## config.mk

```make
export PLATFORM = sky130hd
export DESIGN_NAME = fetch_predictor
export DESIGN_NICKNAME = d
export VERILOG_FILES = /design/src/rtl/fp_pkg.sv /design/src/rtl/fp_ctrl.sv /design/src/rtl/fp_dpath.sv /design/src/rtl/fetch_predictor.sv
export SDC_FILE = /design/constraint.sdc
export NUM_CORES = 1
export LEC_CHECK = 0
export BUFFER_PORTS_ARGS = -buffer_cell sky130_fd_sc_hd__buf_2
export CORE_MARGIN = 10
export CORE_UTILIZATION = 62
export CTS_CLUSTER_SIZE = 20
export DETAILED_ROUTE_END_ITERATION = 6
export PLACE_DENSITY = 0.8
export RECOVER_POWER = 25
export SYNTH_ARGS = -nofsm -noshare
export SYNTH_HDL_FRONTEND = slang
export SYNTH_HIERARCHICAL = 1
export SYNTH_SLANG_ARGS = --single-unit
```

## constraint.sdc

```tcl
create_clock -name clk -period 9.15 [get_ports clk]
set_input_delay 1.3725 -clock clk [delete_from_list [all_inputs] [get_ports clk]]
set_output_delay 1.3725 -clock clk [all_outputs]
set_load 0.05 [all_outputs]
```

## src/rtl/fp_pkg.sv

```systemverilog
package fp_pkg;

  typedef enum logic [1:0] {
    KIND_COND = 2'b00,
    KIND_CALL = 2'b01,
    KIND_RET  = 2'b10,
    KIND_JUMP = 2'b11
  } brKind_e;

  typedef enum logic [1:0] {
    SEL_SEQ    = 2'b00,
    SEL_BTB    = 2'b01,
    SEL_STATIC = 2'b10,
    SEL_RAS    = 2'b11
  } tgtSel_e;

  typedef struct packed {
    logic push;
    logic pop;
    logic clear;
    logic train;
  } fpStrobes_t;

endpackage

```

## src/rtl/fp_ctrl.sv

```systemverilog
module fp_ctrl
  import fp_pkg::*;
(
  input  logic       lookupValid,
  input  logic       brValid,
  input  logic [1:0] brKind,
  input  logic       brBackward,
  input  logic       flush,
  input  logic       retValid,
  input  logic       btbHit,
  input  logic [1:0] btbCtr,
  input  logic       rasEmpty,
  output fpStrobes_t strobes,
  output tgtSel_e    tgtSel,
  output logic       predTaken
);

  logic haveDesc;
  logic isCall;
  logic isRet;

  assign haveDesc = lookupValid && brValid;
  assign isCall   = haveDesc && (brKind == KIND_CALL);
  assign isRet    = haveDesc && (brKind == KIND_RET);

  // direction and target source
  always_comb begin
    predTaken = 1'b0;
    tgtSel    = SEL_SEQ;
    if (isRet) begin
      predTaken = 1'b1;
      if (!rasEmpty)   tgtSel = SEL_RAS;
      else if (btbHit) tgtSel = SEL_BTB;
      else             tgtSel = SEL_SEQ;
    end else if (btbHit) begin
      predTaken = btbCtr[1];
      tgtSel    = btbCtr[1] ? SEL_BTB : SEL_SEQ;
    end else if (haveDesc) begin
      unique case (brKind)
        KIND_COND: predTaken = brBackward;
        KIND_CALL,
        KIND_JUMP: predTaken = 1'b1;
        default:   predTaken = 1'b0;
      endcase
      tgtSel = predTaken ? SEL_STATIC : SEL_SEQ;
    end
  end

  // strobes to the datapath
  always_comb begin
    strobes.clear = flush;
    strobes.push  = isCall && !flush;
    strobes.pop   = isRet && !rasEmpty && !flush;
    strobes.train = retValid;
  end

endmodule

```

## src/rtl/fp_dpath.sv

```systemverilog
module fp_dpath
  import fp_pkg::*;
#(
  parameter int AW          = 16,
  parameter int LENW        = 4,
  parameter int BTB_ENTRIES = 16,
  parameter int RAS_DEPTH   = 8
) (
  input  logic            clk,
  input  logic            rst_n,
  input  logic            lookupValid,
  input  logic [AW-1:0]   lookupAddr,
  input  logic [AW-1:0]   brTarget,
  input  logic [LENW-1:0] brLen,
  input  logic [AW-1:0]   retAddr,
  input  logic            retTaken,
  input  logic [AW-1:0]   retTarget,
  input  fpStrobes_t      strobes,
  input  tgtSel_e         tgtSel,
  output logic            btbHit,
  output logic [1:0]      btbCtr,
  output logic            rasEmpty,
  output logic [AW-1:0]   predTarget
);

  localparam int IDXW = $clog2(BTB_ENTRIES);
  localparam int TAGW = AW - IDXW;
  localparam int PTRW = $clog2(RAS_DEPTH);
  localparam int CNTW = $clog2(RAS_DEPTH + 1);
  localparam logic [CNTW-1:0] CNT_FULL = CNTW'(RAS_DEPTH);

  // ---------------- target table ----------------
  logic [BTB_ENTRIES-1:0] vld;
  logic [TAGW-1:0]        tagMem [BTB_ENTRIES];
  logic [1:0]             ctrMem [BTB_ENTRIES];
  logic [AW-1:0]          tgtMem [BTB_ENTRIES];

  logic [IDXW-1:0] lkIdx;
  logic [TAGW-1:0] lkTag;
  logic [IDXW-1:0] rtIdx;
  logic [TAGW-1:0] rtTag;
  logic            rtHit;
  logic [1:0]      rtCtrOld;
  logic [1:0]      rtCtrNew;
  logic [AW-1:0]   seqAddr;

  assign lkIdx   = lookupAddr[IDXW-1:0];
  assign lkTag   = lookupAddr[AW-1:IDXW];
  assign rtIdx   = retAddr[IDXW-1:0];
  assign rtTag   = retAddr[AW-1:IDXW];
  assign seqAddr = lookupAddr + AW'(brLen);

  assign btbHit = lookupValid && vld[lkIdx] && (tagMem[lkIdx] == lkTag);
  assign btbCtr = ctrMem[lkIdx];

  assign rtHit    = vld[rtIdx] && (tagMem[rtIdx] == rtTag);
  assign rtCtrOld = ctrMem[rtIdx];

  always_comb begin
    if (!rtHit)
      rtCtrNew = retTaken ? 2'd2 : 2'd1;
    else if (retTaken)
      rtCtrNew = (rtCtrOld == 2'd3) ? 2'd3 : rtCtrOld + 2'd1;
    else
      rtCtrNew = (rtCtrOld == 2'd0) ? 2'd0 : rtCtrOld - 2'd1;
  end

  always_ff @(posedge clk) begin
    if (!rst_n)             vld        <= '0;
    else if (strobes.train) vld[rtIdx] <= 1'b1;
  end

  always_ff @(posedge clk) begin
    if (strobes.train) begin
      tagMem[rtIdx] <= rtTag;
      ctrMem[rtIdx] <= rtCtrNew;
      if (!rtHit || retTaken) tgtMem[rtIdx] <= retTarget;
    end
  end

  // ---------------- return stack ----------------
  logic [AW-1:0]   rasMem [RAS_DEPTH];
  logic [PTRW-1:0] rasPtr;
  logic [CNTW-1:0] rasCnt;
  logic [AW-1:0]   rasTop;

  assign rasTop   = rasMem[rasPtr - PTRW'(1)];
  assign rasEmpty = (rasCnt == '0);

  always_ff @(posedge clk) begin
    if (!rst_n || strobes.clear) begin
      rasPtr <= '0;
      rasCnt <= '0;
    end else if (strobes.push) begin
      rasPtr <= rasPtr + PTRW'(1);
      rasCnt <= (rasCnt == CNT_FULL) ? rasCnt : rasCnt + CNTW'(1);
    end else if (strobes.pop) begin
      rasPtr <= rasPtr - PTRW'(1);
      rasCnt <= rasCnt - CNTW'(1);
    end
  end

  always_ff @(posedge clk) begin
    if (strobes.push) rasMem[rasPtr] <= seqAddr;
  end

  // ---------------- target mux ----------------
  always_comb begin
    unique case (tgtSel)
      SEL_BTB:    predTarget = tgtMem[lkIdx];
      SEL_STATIC: predTarget = brTarget;
      SEL_RAS:    predTarget = rasTop;
      default:    predTarget = seqAddr;
    endcase
  end

  // ---------------- assertions ----------------
  a_r7_cnt_bound: assert property (@(posedge clk) disable iff (!rst_n)
    rasCnt <= CNT_FULL);

  a_r6_push_grows: assert property (@(posedge clk) disable iff (!rst_n)
    (strobes.push && !strobes.clear && rasCnt != CNT_FULL)
      |=> rasCnt == $past(rasCnt) + CNTW'(1));

  a_r6_push_top: assert property (@(posedge clk) disable iff (!rst_n)
    (strobes.push && !strobes.clear) |=> rasTop == $past(seqAddr));

  a_r9_clear_empty: assert property (@(posedge clk) disable iff (!rst_n)
    strobes.clear |=> rasEmpty);

  a_r4_no_train_stable: assert property (@(posedge clk) disable iff (!rst_n)
    !strobes.train |=> $stable(vld));

  a_r5_ras_nonempty: assert property (@(posedge clk) disable iff (!rst_n)
    (tgtSel == SEL_RAS) |-> !rasEmpty);

endmodule

```

## src/rtl/fetch_predictor.sv

```systemverilog
module fetch_predictor
  import fp_pkg::*;
#(
  parameter int AW          = 16,
  parameter int LENW        = 4,
  parameter int BTB_ENTRIES = 16,
  parameter int RAS_DEPTH   = 8
) (
  input  logic            clk,
  input  logic            rst_n,
  input  logic            flush,
  input  logic            lookupValid,
  input  logic [AW-1:0]   lookupAddr,
  input  logic            brValid,
  input  logic [1:0]      brKind,
  input  logic            brBackward,
  input  logic [AW-1:0]   brTarget,
  input  logic [LENW-1:0] brLen,
  input  logic            retValid,
  input  logic [AW-1:0]   retAddr,
  input  logic            retTaken,
  input  logic [AW-1:0]   retTarget,
  output logic            predTaken,
  output logic [AW-1:0]   predTarget
);

  fpStrobes_t strobes;
  tgtSel_e    tgtSel;
  logic       btbHit;
  logic [1:0] btbCtr;
  logic       rasEmpty;

  fp_ctrl u_ctrl (
    .lookupValid (lookupValid),
    .brValid     (brValid),
    .brKind      (brKind),
    .brBackward  (brBackward),
    .flush       (flush),
    .retValid    (retValid),
    .btbHit      (btbHit),
    .btbCtr      (btbCtr),
    .rasEmpty    (rasEmpty),
    .strobes     (strobes),
    .tgtSel      (tgtSel),
    .predTaken   (predTaken)
  );

  fp_dpath #(
    .AW          (AW),
    .LENW        (LENW),
    .BTB_ENTRIES (BTB_ENTRIES),
    .RAS_DEPTH   (RAS_DEPTH)
  ) u_dpath (
    .clk         (clk),
    .rst_n       (rst_n),
    .lookupValid (lookupValid),
    .lookupAddr  (lookupAddr),
    .brTarget    (brTarget),
    .brLen       (brLen),
    .retAddr     (retAddr),
    .retTaken    (retTaken),
    .retTarget   (retTarget),
    .strobes     (strobes),
    .tgtSel      (tgtSel),
    .btbHit      (btbHit),
    .btbCtr      (btbCtr),
    .rasEmpty    (rasEmpty),
    .predTarget  (predTarget)
  );

  // a return is always predicted taken
  a_r5_ret_taken: assert property (@(posedge clk) disable iff (!rst_n)
    (lookupValid && brValid && brKind == KIND_RET) |-> predTaken);

endmodule

```

After elaboration in Yosys (flattened, before gate mapping)
Memories as Yosys holds them, arrays and structs flattened.
Cells that the tools add are included.
W data, S select, Z words.
- bits in registers: 23
- memory bits (writable): 608
- input bits: 78
- output and inout port bits: 17
- logic and storage cells: 89
- memories kept: 4
- memory list (name ; depth ; width ; read ports ; clocked after Yosys merged registers in ; write ports ; RTL line ; text):
    u_dpath.tgtMem ; 16 ; 16 ; 1 ; 0 ; 1 ; fp_dpath.sv:36 ; logic [AW-1:0] tgtMem [BTB_ENTRIES];
    u_dpath.tagMem ; 16 ; 12 ; 2 ; 0 ; 1 ; fp_dpath.sv:34 ; logic [TAGW-1:0] tagMem [BTB_ENTRIES];
    u_dpath.rasMem ; 8 ; 16 ; 1 ; 0 ; 1 ; fp_dpath.sv:82 ; logic [AW-1:0] rasMem [RAS_DEPTH];
    u_dpath.ctrMem ; 16 ; 2 ; 2 ; 0 ; 1 ; fp_dpath.sv:35 ; logic [1:0] ctrMem [BTB_ENTRIES];
- $add $sub $neg: 7
- order comparisons: 3
- equal/unequal tests: 11
- muxes and demuxes: 38
- bitwise gates (word level): 1
- reductions and logical operators: 22
- operators by type and width (cell ; count):
    $pmux W16 S3 ; 1
    $eq A12 B12 Y1 ; 2
    $mux W2 ; 10
    $mux W1 ; 18
    $add A16 B4 Y16 ; 1
    $or A16 B16 Y16 ; 1
    $mux W4 ; 3
    $eq A2 B2 Y1 const B ; 5
    $logic_and A1 B1 Y1 ; 10
    $lt A4 B5 Y1 const B ; 2
    $bmux W1 S4 ; 2
    $mux W3 ; 2
    $add A4 B1 Y4 const B ; 1
    $demux W1 S4 ; 1
    $eq A2 B1 Y1 const B ; 2
    $eq A4 B4 Y1 const B ; 1
    $ge A4 B1 Y1 const B ; 1
    $logic_not A1 Y1 ; 4
    $logic_not A2 Y1 ; 2
    $logic_not A4 Y1 ; 1
    $sub A4 B1 Y4 const B ; 1
    $add A3 B1 Y3 const B ; 1
    $sub A3 B1 Y3 const B ; 1
    $add A2 B1 Y2 const B ; 1
    other kinds (7) ; 8

Logic depth before layout (Yosys ltp)
Gate-level depths: netlist of the first run.
- word-level depth: 12
- depth in mapped cells: 13
- gate-level depth less buffers: 10

Cells and area by module
The synthesis of the first run kept the hierarchy.
- by module, submodules not included (module ; times used ; cells an instance ; area each (um^2) ; seq. area each (um^2)):
    fp_dpath ; 1 ; 1311 ; 27286.2 ; 18718.0
    fp_ctrl ; 1 ; 16 ; 103.8 ; 0.0

Least setup slack after synthesis of the first run
Ideal clock, no wire load.
- path type: input to output
- start point: input lookupAddr[0]
- end point: output predTarget[10]
- data arrival time: 6089 ps
- data required time: 7777 ps
- slack: 1689 ps
- stages: 13
- path buffers: 5
- cell sequence: clkbuf_1 buf_1 buf_1 mux4_2 mux4_2 xnor2_1 nand3_1 nor4_1 nor2b_1 o31ai_1 buf_1 clkbuf_1 mux4_2
- cells in the longest elaborated chain, start to end: 9
- elaborated cells between the ends (all ways): 18
- classes of those cells: 1 x add/sub; 4 x eq/ne; 8 x mux; 2 x reduce/logical; 3 x memory
- RTL lines (item ; RTL line ; text):
    start: declaration ; fetch_predictor.sv:13 ; input logic [AW-1:0] lookupAddr,
    parallel branches: the longest is 3 deep, another holds $mem_v2 Z16 W12 ; - ;
    $logic_and A1 B1 Y1 * ; fp_dpath.sv:53 ; assign btbHit = lookupValid && vld[lkIdx] && (tagMem[lkIdx] == lkTag);
    named net btbHit ; fetch_predictor.sv:29 ; logic btbHit;
    $mux W1 ; fp_ctrl.sv:33 ; else if (btbHit) tgtSel = SEL_BTB;
    $mux W2 ; fp_ctrl.sv:32 ; if (!rasEmpty) tgtSel = SEL_RAS;
    $mux W2 * ; fp_ctrl.sv:30 ; if (isRet) begin
    named net tgtSel[0] ; fetch_predictor.sv:28 ; tgtSel_e tgtSel;
    $eq A2 B2 Y1 / $eq A2 B1 Y1 (equally long branches) ; fp_dpath.sv:109 ; unique case (tgtSel)
    $pmux W16 S3 * ; fp_dpath.sv:109 ;
    end: declaration ; fetch_predictor.sv:24 ; output logic [AW-1:0] predTarget
Mark *: on every way through the listed nets, which the timed path passes. The select of a mux whose other input is x is not followed.

Worst setup path in the final report of the first run
- start point: input lookupAddr[0]
- end point: output predTarget[0]
Same word-level chain as after synthesis.

==> impl_metrics.ini, run 1 <==
[grt]
grt_pass1_vias = 14900
grt_max_degree = 61
track_usage_pct = 25.9
grt_pass1_wl_mm = 100
globalRouteOverflowTotal = 0
grt_antenna_before_repair = 6

[placement]
gp_congestion = 0.852
place_inst = 1975
hpwl_mm = 39.4
numPortBuffers = 94

[logic_synthesis]
synthCells = 1322
yosysWarnings = 6
syn_area_sq_um = 27300
synth_fp_nets = 1410
syn_avg_cell_area_sq_um = 20.6

[final_layout]
finalNonFillerCells = 2091
layout_common_cells = 608 x edfxtp_1, 238 x mux4_2, 69 x buf_2
drive_above_1_share_pct = 35.6
final_nets = 1541
multi_input_area_sq_um = 8260
fillers = 2446
regArea_sq_um = 18700
area_growth_pct = 12.9
layout_commonest_cell = edfxtp_1

[die]
die_area_sq_um = 52800
num_io_pins = 95
coreArea_sq_um = 43300
die_w_microns = 230
initial_core_util_pct = 63.0
die_y_microns = 230
row_count = 76

[setup_path]
critical_path_class = in2out
crit_start = lookupAddr[0]
cp-endpoint = predTarget[0]
reg2reg_to = u_dpath/tgtMem[3][0]$_DFFE_PP_
cp-end-kind = primary output
start_kind = input pin
cp_max_fo = 58
worstPathArrival_ns = 6.13
worstPathRequired_ns = 7.78
ff2ff_path_depth = 8
ff2ff_setup_slack_ns = 4.74
worstReg2RegStart = u_dpath/tagMem[11][1]$_DFFE_PP_

[sta]
worstMarginPinSlew_ns = 1.35
finalCritPeriodShare_pct = 82.0
relSlewSlack_pct = 9.75
min_period_ns = 7.50
hold_viol_final = 0
rsz0062_at_grt = false
skew_ns = 0.0428
finalSetupViolCount = 0
fmax_mhz = 133
slew_viol_final = 0
finalSetupTns_ns = 0

[clocking]
ctsHoldBuffers = 0
cts_root_buffer = clkbuf_16
ctsLongestPathBuffers = 3
cts_resized = 0
cts-htree-levels = 2
clkTransAtPathRegs_ns = 0.06
clk_latency_ns = 0.66
cts_tree = yes
cts_made_buffers = 61
clock_sinks = 631
postCtsSetupBuffers = 0

[routing]
drtIter0Drc = 2049
vias = 14900
firstDrtPassIters = 6
ant_nets = 0
drt-total-wl_mm = 69.0
routed_via_density = 7.11
wl_per_cell_microns = 33.0
drc = 0

[power_and_ir_drop]
p_leak_nw = 9.84
power_density_nw_per_um2 = 208
ir_drop_mv = 0.205

[hold_path]
min-delay-start = u_dpath/vld[2]$_SDFFE_PN0P_
hold_path.class = reg2reg

[run_status]
status = finished clean

[flow_run]
cap_violations = 0
==> power breakdown <==
group	leakage [nW]	internal (mW)	switching (mW)
Combinational	3.11	0.181	0.281
Sequential	5.67	3.22	0.0190
Clock	1.06	1.60	1.10
==> sequential cells by signal, summed over array words and instances (netlist names) <==
signal / cells
u_dpath/rasCnt: 4
u_dpath/rasMem: 128
u_dpath/vld: 16
u_dpath/ctrMem: 32
u_dpath/tagMem: 192
u_dpath/tgtMem: 256
u_dpath/rasPtr: 3
==> worst min-delay path by stage <==
stage | to | slack, ns | depth (start not counted)
floorplan | u_dpath/vld[10]$_SDFFE_PN0P_ | 0.45 | 1
global placement | u_dpath/vld[9]$_SDFFE_PN0P_ | 0.46 | 1
detailed placement | u_dpath/vld[13]$_SDFFE_PN0P_ | 0.47 | 1
CTS | u_dpath/vld[2]$_SDFFE_PN0P_ | 0.49 | 1
global route | u_dpath/vld[7]$_SDFFE_PN0P_ | 0.52 | 1
finish | u_dpath/vld[2]$_SDFFE_PN0P_ | 0.50 | 1
==> metrics by stage <==
| stage | utilization (%) | area, sq um | hold slack [ns] | worst slack (ns) | total power [mW] |
|---|---|---|---|---|---|
| floorplan | - | 27300 | 0.452 | 1.69 | 3.59 |
| global placement | 66.2 | 28600 | 0.462 | 1.81 | 3.74 |
| detailed placement | 66.2 | 28600 | 0.475 | 1.69 | 3.75 |
| CTS | 71.3 | 30800 | 0.492 | 1.69 | 6.43 |
| global route | 71.2 | 30800 | 0.519 | 1.45 | 6.57 |
| finish | 71.2 | 30800 | 0.497 | 1.65 | 6.40 |
==> per-layer routing <==
metal / share of wire, % / up-vias / global-route usage, % / routed length [microns]
met5: 0.071 / - / 0 / 49
met4: 3.1 / 8 / 8.69 / 2130
met3: 12 / 173 / 6.50 / 8000
met2: 49 / 1125 / 41.6 / 34000
met1: 36 / 7693 / 34.4 / 24900
li1: - / 5859 / - / -
==> worst max-delay path, stage by stage <==
cell and delay (ns):
clkbuf_8 0.53, mux4_2 0.60, mux4_2 0.48, xnor2_1 0.26, nand4_1 0.25, nor4_1 0.98
nor2b_1 0.18, o31ai_4 0.23, buf_4 0.35, mux4_2 0.57, buf_2 0.23
==> final cells by class <==
class                           count  area share, %
Timing Repair Buffer              146           2.75
Clock inverter                     48           2.09
Multi-Input combinational cell    598           26.8
Tap cell                          585           2.38
Inverter                           15          0.183
Antenna cell                        2         0.0162
Sequential cell                   631           60.8
Clock buffer                       66           5.02
No activity file was read; power rests on OpenSTA's default activity.
==> run 2: changes to the inputs <==
--- a/config.mk
+++ b/config.mk
@@ -7,10 +7,10 @@
 export LEC_CHECK = 0
 export BUFFER_PORTS_ARGS = -buffer_cell sky130_fd_sc_hd__buf_2
 export CORE_MARGIN = 10
-export CORE_UTILIZATION = 62
+export CORE_UTILIZATION = 56
 export CTS_CLUSTER_SIZE = 20
 export DETAILED_ROUTE_END_ITERATION = 6
-export PLACE_DENSITY = 0.8
+export PLACE_DENSITY = 0.76
 export RECOVER_POWER = 25
 export SYNTH_ARGS = -nofsm -noshare
 export SYNTH_HDL_FRONTEND = slang
==> constraint.sdc (replaced) <==
create_clock -name clk -period 6.33 [get_ports clk]
set_input_delay 0.9495 -clock clk [delete_from_list [all_inputs] [get_ports clk]]
set_output_delay 0.9495 -clock clk [all_outputs]
set_load 0.05 [all_outputs]
==> run 2 against run 1 <==
Cell count rose by 2.4%; critical path type unchanged; power rose by 42%; first-iteration DRC count shrank 7.4%; worst hold slack better by 0.0039 ns; sequential share of layout area is 0.23 points lower; clock power increased by 39%; setup slack lost 1.2 ns; non-clock buffer count grew 18; combinational power rose by 46%.
==> impl_metrics.ini, run 2 (synthesis gave the netlist of run 1 again) <==
[hold_path]
hold_depth = 1
hold_path.class = reg2reg
min-delay-start = u_dpath/vld[12]$_SDFFE_PN0P_
min_to = u_dpath/vld[12]$_SDFFE_PN0P_

[sta]
worstMarginPinSlew_ns = 1.03
fmax_mhz = 171
min_period_ns = 5.86
finalSetupTns_ns = 0
finalCritPeriodShare_pct = 92.6
slew_viol_final = 0
hold_viol_final = 0
relSlewSlack_pct = 31.6
skew_ns = 0.0273
timing.final.ws_setup_ns = 0.471
finalSetupViolCount = 0
rsz0062_at_grt = false

[power_and_ir_drop]
fin_total_pwr_mw = 9.11
ir_drop_mv = 0.235
p_leak_nw = 9.91
power_density_nw_per_um2 = 295

[clocking]
cts_made_buffers = 66
clkTransAtPathRegs_ns = 0.06
ctsHoldBuffers = 0
ctsLongestPathBuffers = 3
cts_resized = 0
postCtsSetupBuffers = 0
cts_tree = yes
clock_sinks = 631
cts-htree-levels = 3
clk_latency_ns = 0.61
cts_root_buffer = clkbuf_16

[routing]
routed_via_density = 6.85
ant_nets = 0
drc = 0
drt-total-wl_mm = 68.5
firstDrtPassIters = 5
wl_per_cell_microns = 32.0
vias = 14700
drtIter0Drc = 1898

[placement]
gp_congestion = 0.845
numPortBuffers = 94
postPlaceCellArea_sq_um = 28900
dp_slack_ns = 0.496
hpwl_mm = 39.5

[final_layout]
fillers = 3054
final_nets = 1564
fin_area_sq_um = 30900
drive_above_1_share_pct = 35.9
layout_commonest_cell = edfxtp_1
reg_top3 = u_dpath/tgtMem: 256 flops, u_dpath/tagMem: 192 flops, u_dpath/rasMem: 128 flops
area_growth_pct = 13.4
top_register = u_dpath/tgtMem
layout_common_cells = 608 x edfxtp_1, 238 x mux4_2, 71 x buf_2
largest_reg_flops = 256

[die]
row_count = 80
die_area_sq_um = 57900
initial_core_util_pct = 56.9
num_io_pins = 95
coreArea_sq_um = 47900
die_w_microns = 241
die_y_microns = 241

[grt]
met2_usage_pct = 37.5
grt_max_degree = 65
track_usage_pct = 24.2
grt_pass1_wl_mm = 101
grt_pass1_vias = 15100
globalRouteOverflowTotal = 0
grt_use_met3_pct = 7.17
use_met1_pct = 32.1
grt-busiest-layer = met2
grt_antenna_before_repair = 10

[setup_path]
critical_path_class = in2out
ff2ff_setup_slack_ns = 2.17
start_kind = input pin
worstReg2RegStart = u_dpath/tagMem[11][1]$_DFFE_PP_
cp_max_fo = 32
reg2reg_to = u_dpath/tgtMem[11][10]$_DFFE_PP_
cp-end-kind = primary output
worstPathRequired_ns = 5.38
worstPathArrival_ns = 4.91
ff2ff_path_depth = 10

[run_status]
status = finished clean

[flow_run]
cap_violations = 0
==> run 2: critical path, cell delays in order <==
cell and delay [ns]:
clkbuf_8 0.35, buf_12 0.25, mux4_2 0.51, mux4_2 0.51, xnor2_1 0.24, nand4_1 0.12
nor4_1 0.45, buf_4 0.23, nor2b_1 0.07, o31ai_4 0.21, buf_12 0.22, mux4_2 0.53
buf_2 0.23
==> run 2: worst max-delay path by stage <==
stage	from	to	slack, ns	cells past startpoint
floorplan	lookupAddr[0]	predTarget[10]	0.18	13
global placement	lookupAddr[0]	predTarget[3]	0.52	13
detailed placement	lookupAddr[0]	predTarget[3]	0.50	13
CTS	lookupAddr[0]	predTarget[15]	0.47	13
global route	lookupAddr[0]	predTarget[15]	0.32	13
finish	lookupAddr[0]	predTarget[15]	0.47	13
==> run 2: through the flow <==
step / hold slack (ns) / utilization (%) / instances
6_report: 0.501 / 64.5 / 2142
4_1_cts: 0.495 / 64.5 / 2138
3_3_place_gp: 0.476 / 60.2 / 2023
2_1_floorplan: 0.452 / - / 1322
5_1_grt: 0.518 / 64.5 / 2140
3_5_place_dp: 0.482 / 60.2 / 2023
==> run 2: final cells by class <==
| cell class | instances | area [sq um] | area share (%) |
|---|---|---|---|
| clock buffer | 81 | 1730 | 5.59 |
| tap | 615 | 769 | 2.49 |
| inverter | 15 | 56.3 | 0.182 |
| multi-input combinational | 598 | 8260 | 26.7 |
| sequential | 631 | 18700 | 60.5 |
| timing repair buffer | 164 | 1020 | 3.31 |
| antenna | 4 | 10.0 | 0.0324 |
| clock inverter | 34 | 355 | 1.15 |
==> run 2: power by group <==
part	internal, mW	switching (mW)	total (mW)
registers	4.66	0.0257	4.69
logic	0.271	0.405	0.676
clock network	2.20	1.55	3.75
==> run 2: metal layers <==
layer	up-vias	part of all wire (%)
met1	7644	37
met5	-	0.079
met4	8	3.0
li1	5915	-
met3	160	12
met2	946	48
==> run 3: changes to the inputs <==
--- a/config.mk
+++ b/config.mk
@@ -12,6 +12,7 @@
 export DETAILED_ROUTE_END_ITERATION = 6
 export PLACE_DENSITY = 0.76
 export RECOVER_POWER = 25
+export REMOVE_ABC_BUFFERS = 1
 export SYNTH_ARGS = -nofsm -noshare
 export SYNTH_HDL_FRONTEND = slang
 export SYNTH_HIERARCHICAL = 1
==> constraint.sdc (replaced) <==
create_clock -name clk -period 5.32 [get_ports clk]
set_input_delay 0.798 -clock clk [delete_from_list [all_inputs] [get_ports clk]]
set_output_delay 0.798 -clock clk [all_outputs]
set_load 0.05 [all_outputs]
==> run 3 against run 2 <==
Die area is the same; sequential power grew 19%; count of clock-buffer cells in the layout grew 2; clock skew shrank 0.00088 ns; global-route usage grew 0.10 points; critical endpoint is now predTarget[3].
==> impl_metrics.ini, run 3 (synthesis gave the netlist of run 1 again) <==
[placement]
numPortBuffers = 94
gp_congestion = 0.837
hpwl_mm = 41.7
place_inst = 2040

[grt]
grt_antenna_before_repair = 3
grt_max_degree = 44
globalRouteOverflowTotal = 0
track_usage_pct = 24.3
grt_pass1_wl_mm = 102
grt_pass1_vias = 15000

[sta]
finalSetupViolCount = 0
worstMarginPinSlew_ns = 1.20
hold_viol_final = 0
finalCritPeriodShare_pct = 98.6
min_period_ns = 5.25
skew_ns = 0.0264
relSlewSlack_pct = 19.4
finalSetupTns_ns = 0
slew_viol_final = 0
fmax_mhz = 191

[routing]
ant_nets = 0
drtIter0Drc = 1691
drc = 0
routed_via_density = 6.78
wl_per_cell_microns = 31.7
firstDrtPassIters = 5
vias = 14700
drt-total-wl_mm = 68.9

[setup_path]
max_stage_delay_ns = 0.57
cpMostUsedCell = mux4_2
slowest_stage = mux4_2
worstPathCellList = buf_12 > buf_6 > mux4_2 > mux4_2 > xnor2_1 > nand3_1 > nor4_4 > buf_4 > nor2b_1 > o31ai_4 > buf_4 > clkbuf_16 > mux4_2 > buf_2
worstPathRequired_ns = 4.52
critPathBufInv = 6
worstPathArrival_ns = 4.45
cp_top_family = multiplexers
critical_path_class = in2out
cp-end-kind = primary output
cp_max_fo = 9
start_kind = input pin

[die]
num_io_pins = 95
row_count = 80
die_area_sq_um = 57900
coreArea_sq_um = 47900
die_w_microns = 241
die_y_microns = 241
initial_core_util_pct = 56.9

[clocking]
clock_sinks = 631
cts_tree = yes
cts-htree-levels = 3
clk_latency_ns = 0.62
cts_root_buffer = clkbuf_16
ctsLongestPathBuffers = 3
clkTransAtPathRegs_ns = 0.06
cts_made_buffers = 67
ctsHoldBuffers = 0

[final_layout]
reg_top3 = u_dpath/tgtMem: 256 flops, u_dpath/tagMem: 192 flops, u_dpath/rasMem: 128 flops
finalNonFillerCells = 2169
layout_common_cells = 608 x edfxtp_1, 238 x mux4_2, 79 x buf_4
layout_commonest_cell = edfxtp_1
antenna_cells = 0
final_core_util_pct = 65.9
largest_reg_flops = 256
drive_above_1_share_pct = 37.3
top_register = u_dpath/tgtMem
area_growth_pct = 15.8
fillers = 3011
final_nets = 1587

[flow_run]
cap_violations = 0

[power_and_ir_drop]
ir_drop_mv = 0.446
p_leak_nw = 10.2
power_density_nw_per_um2 = 354

[run_status]
status = finished clean

[hold_path]
hold_path.class = reg2reg
run 3: what timing repair did:
| item | in CTS | in global routing |
|---|---|---|
| buffers inserted | 0 | 3 |
| gates cloned | 0 | 2 |
| setup endpoints to repair | 15 | 15 |
| pin swaps | 0 | 4 |
| resized for setup | 3 | 19 |
| endpoints found under the hold margin | 0 | 0 |
run 3: area by class of cell:
cell class                      instances  area (sq um)  share of cell area, %
Multi-Input combinational cell        598          8300                   26.3
Timing Repair Buffer                  186          1460                   4.61
Clock inverter                         41           517                   1.64
Tap cell                              615           769                   2.44
Inverter                               15          56.3                  0.178
Clock buffer                           83          1760                   5.57
Sequential cell                       631         18700                   59.3
run 3: worst paths after layout:
path	from	slack, ns	depth (start not counted)	to
hold reg to reg	u_dpath/vld[5]$_SDFFE_PN0P_	0.50	1	u_dpath/vld[5]$_SDFFE_PN0P_
hold / removal	u_dpath/vld[5]$_SDFFE_PN0P_	0.50	1	u_dpath/vld[5]$_SDFFE_PN0P_
setup reg to reg	u_dpath/tagMem[0][1]$_DFFE_PP_	1.41	10	u_dpath/tgtMem[7][12]$_DFFE_PP_
setup / recovery	lookupAddr[0]	0.07	14	predTarget[3]
run 3: metal layers:
| layer | up-vias | wire length, microns | track usage, % |
|---|---|---|---|
| li1 | 5963 | - | - |
| met1 | 7800 | 25900 | 32.5 |
| met2 | 800 | 34900 | 40.2 |
| met3 | 129 | 6090 | 4.35 |
| met4 | 6 | 1920 | 7.52 |
| met5 | - | 34 | 0 |
run 3: stage by stage:
step / area (sq um) / total power, mW / hold WS, ns / worst slack [ns]
floorplan: 26900 / 6.10 / 0.452 / -0.900
global placement: 29200 / 6.47 / 0.464 / -0.106
detailed placement: 29200 / 6.49 / 0.478 / -0.148
CTS: 31500 / 11.2 / 0.491 / 0.0105
global route: 31600 / 11.5 / 0.512 / -0.0214
finish: 31600 / 11.2 / 0.496 / 0.0734
run 3: report_power, final:
group | internal [mW] | switching (mW)
logic | 0.351 | 0.486
clock network | 2.83 | 1.94
registers | 5.54 | 0.0295
total | 8.72 | 2.45
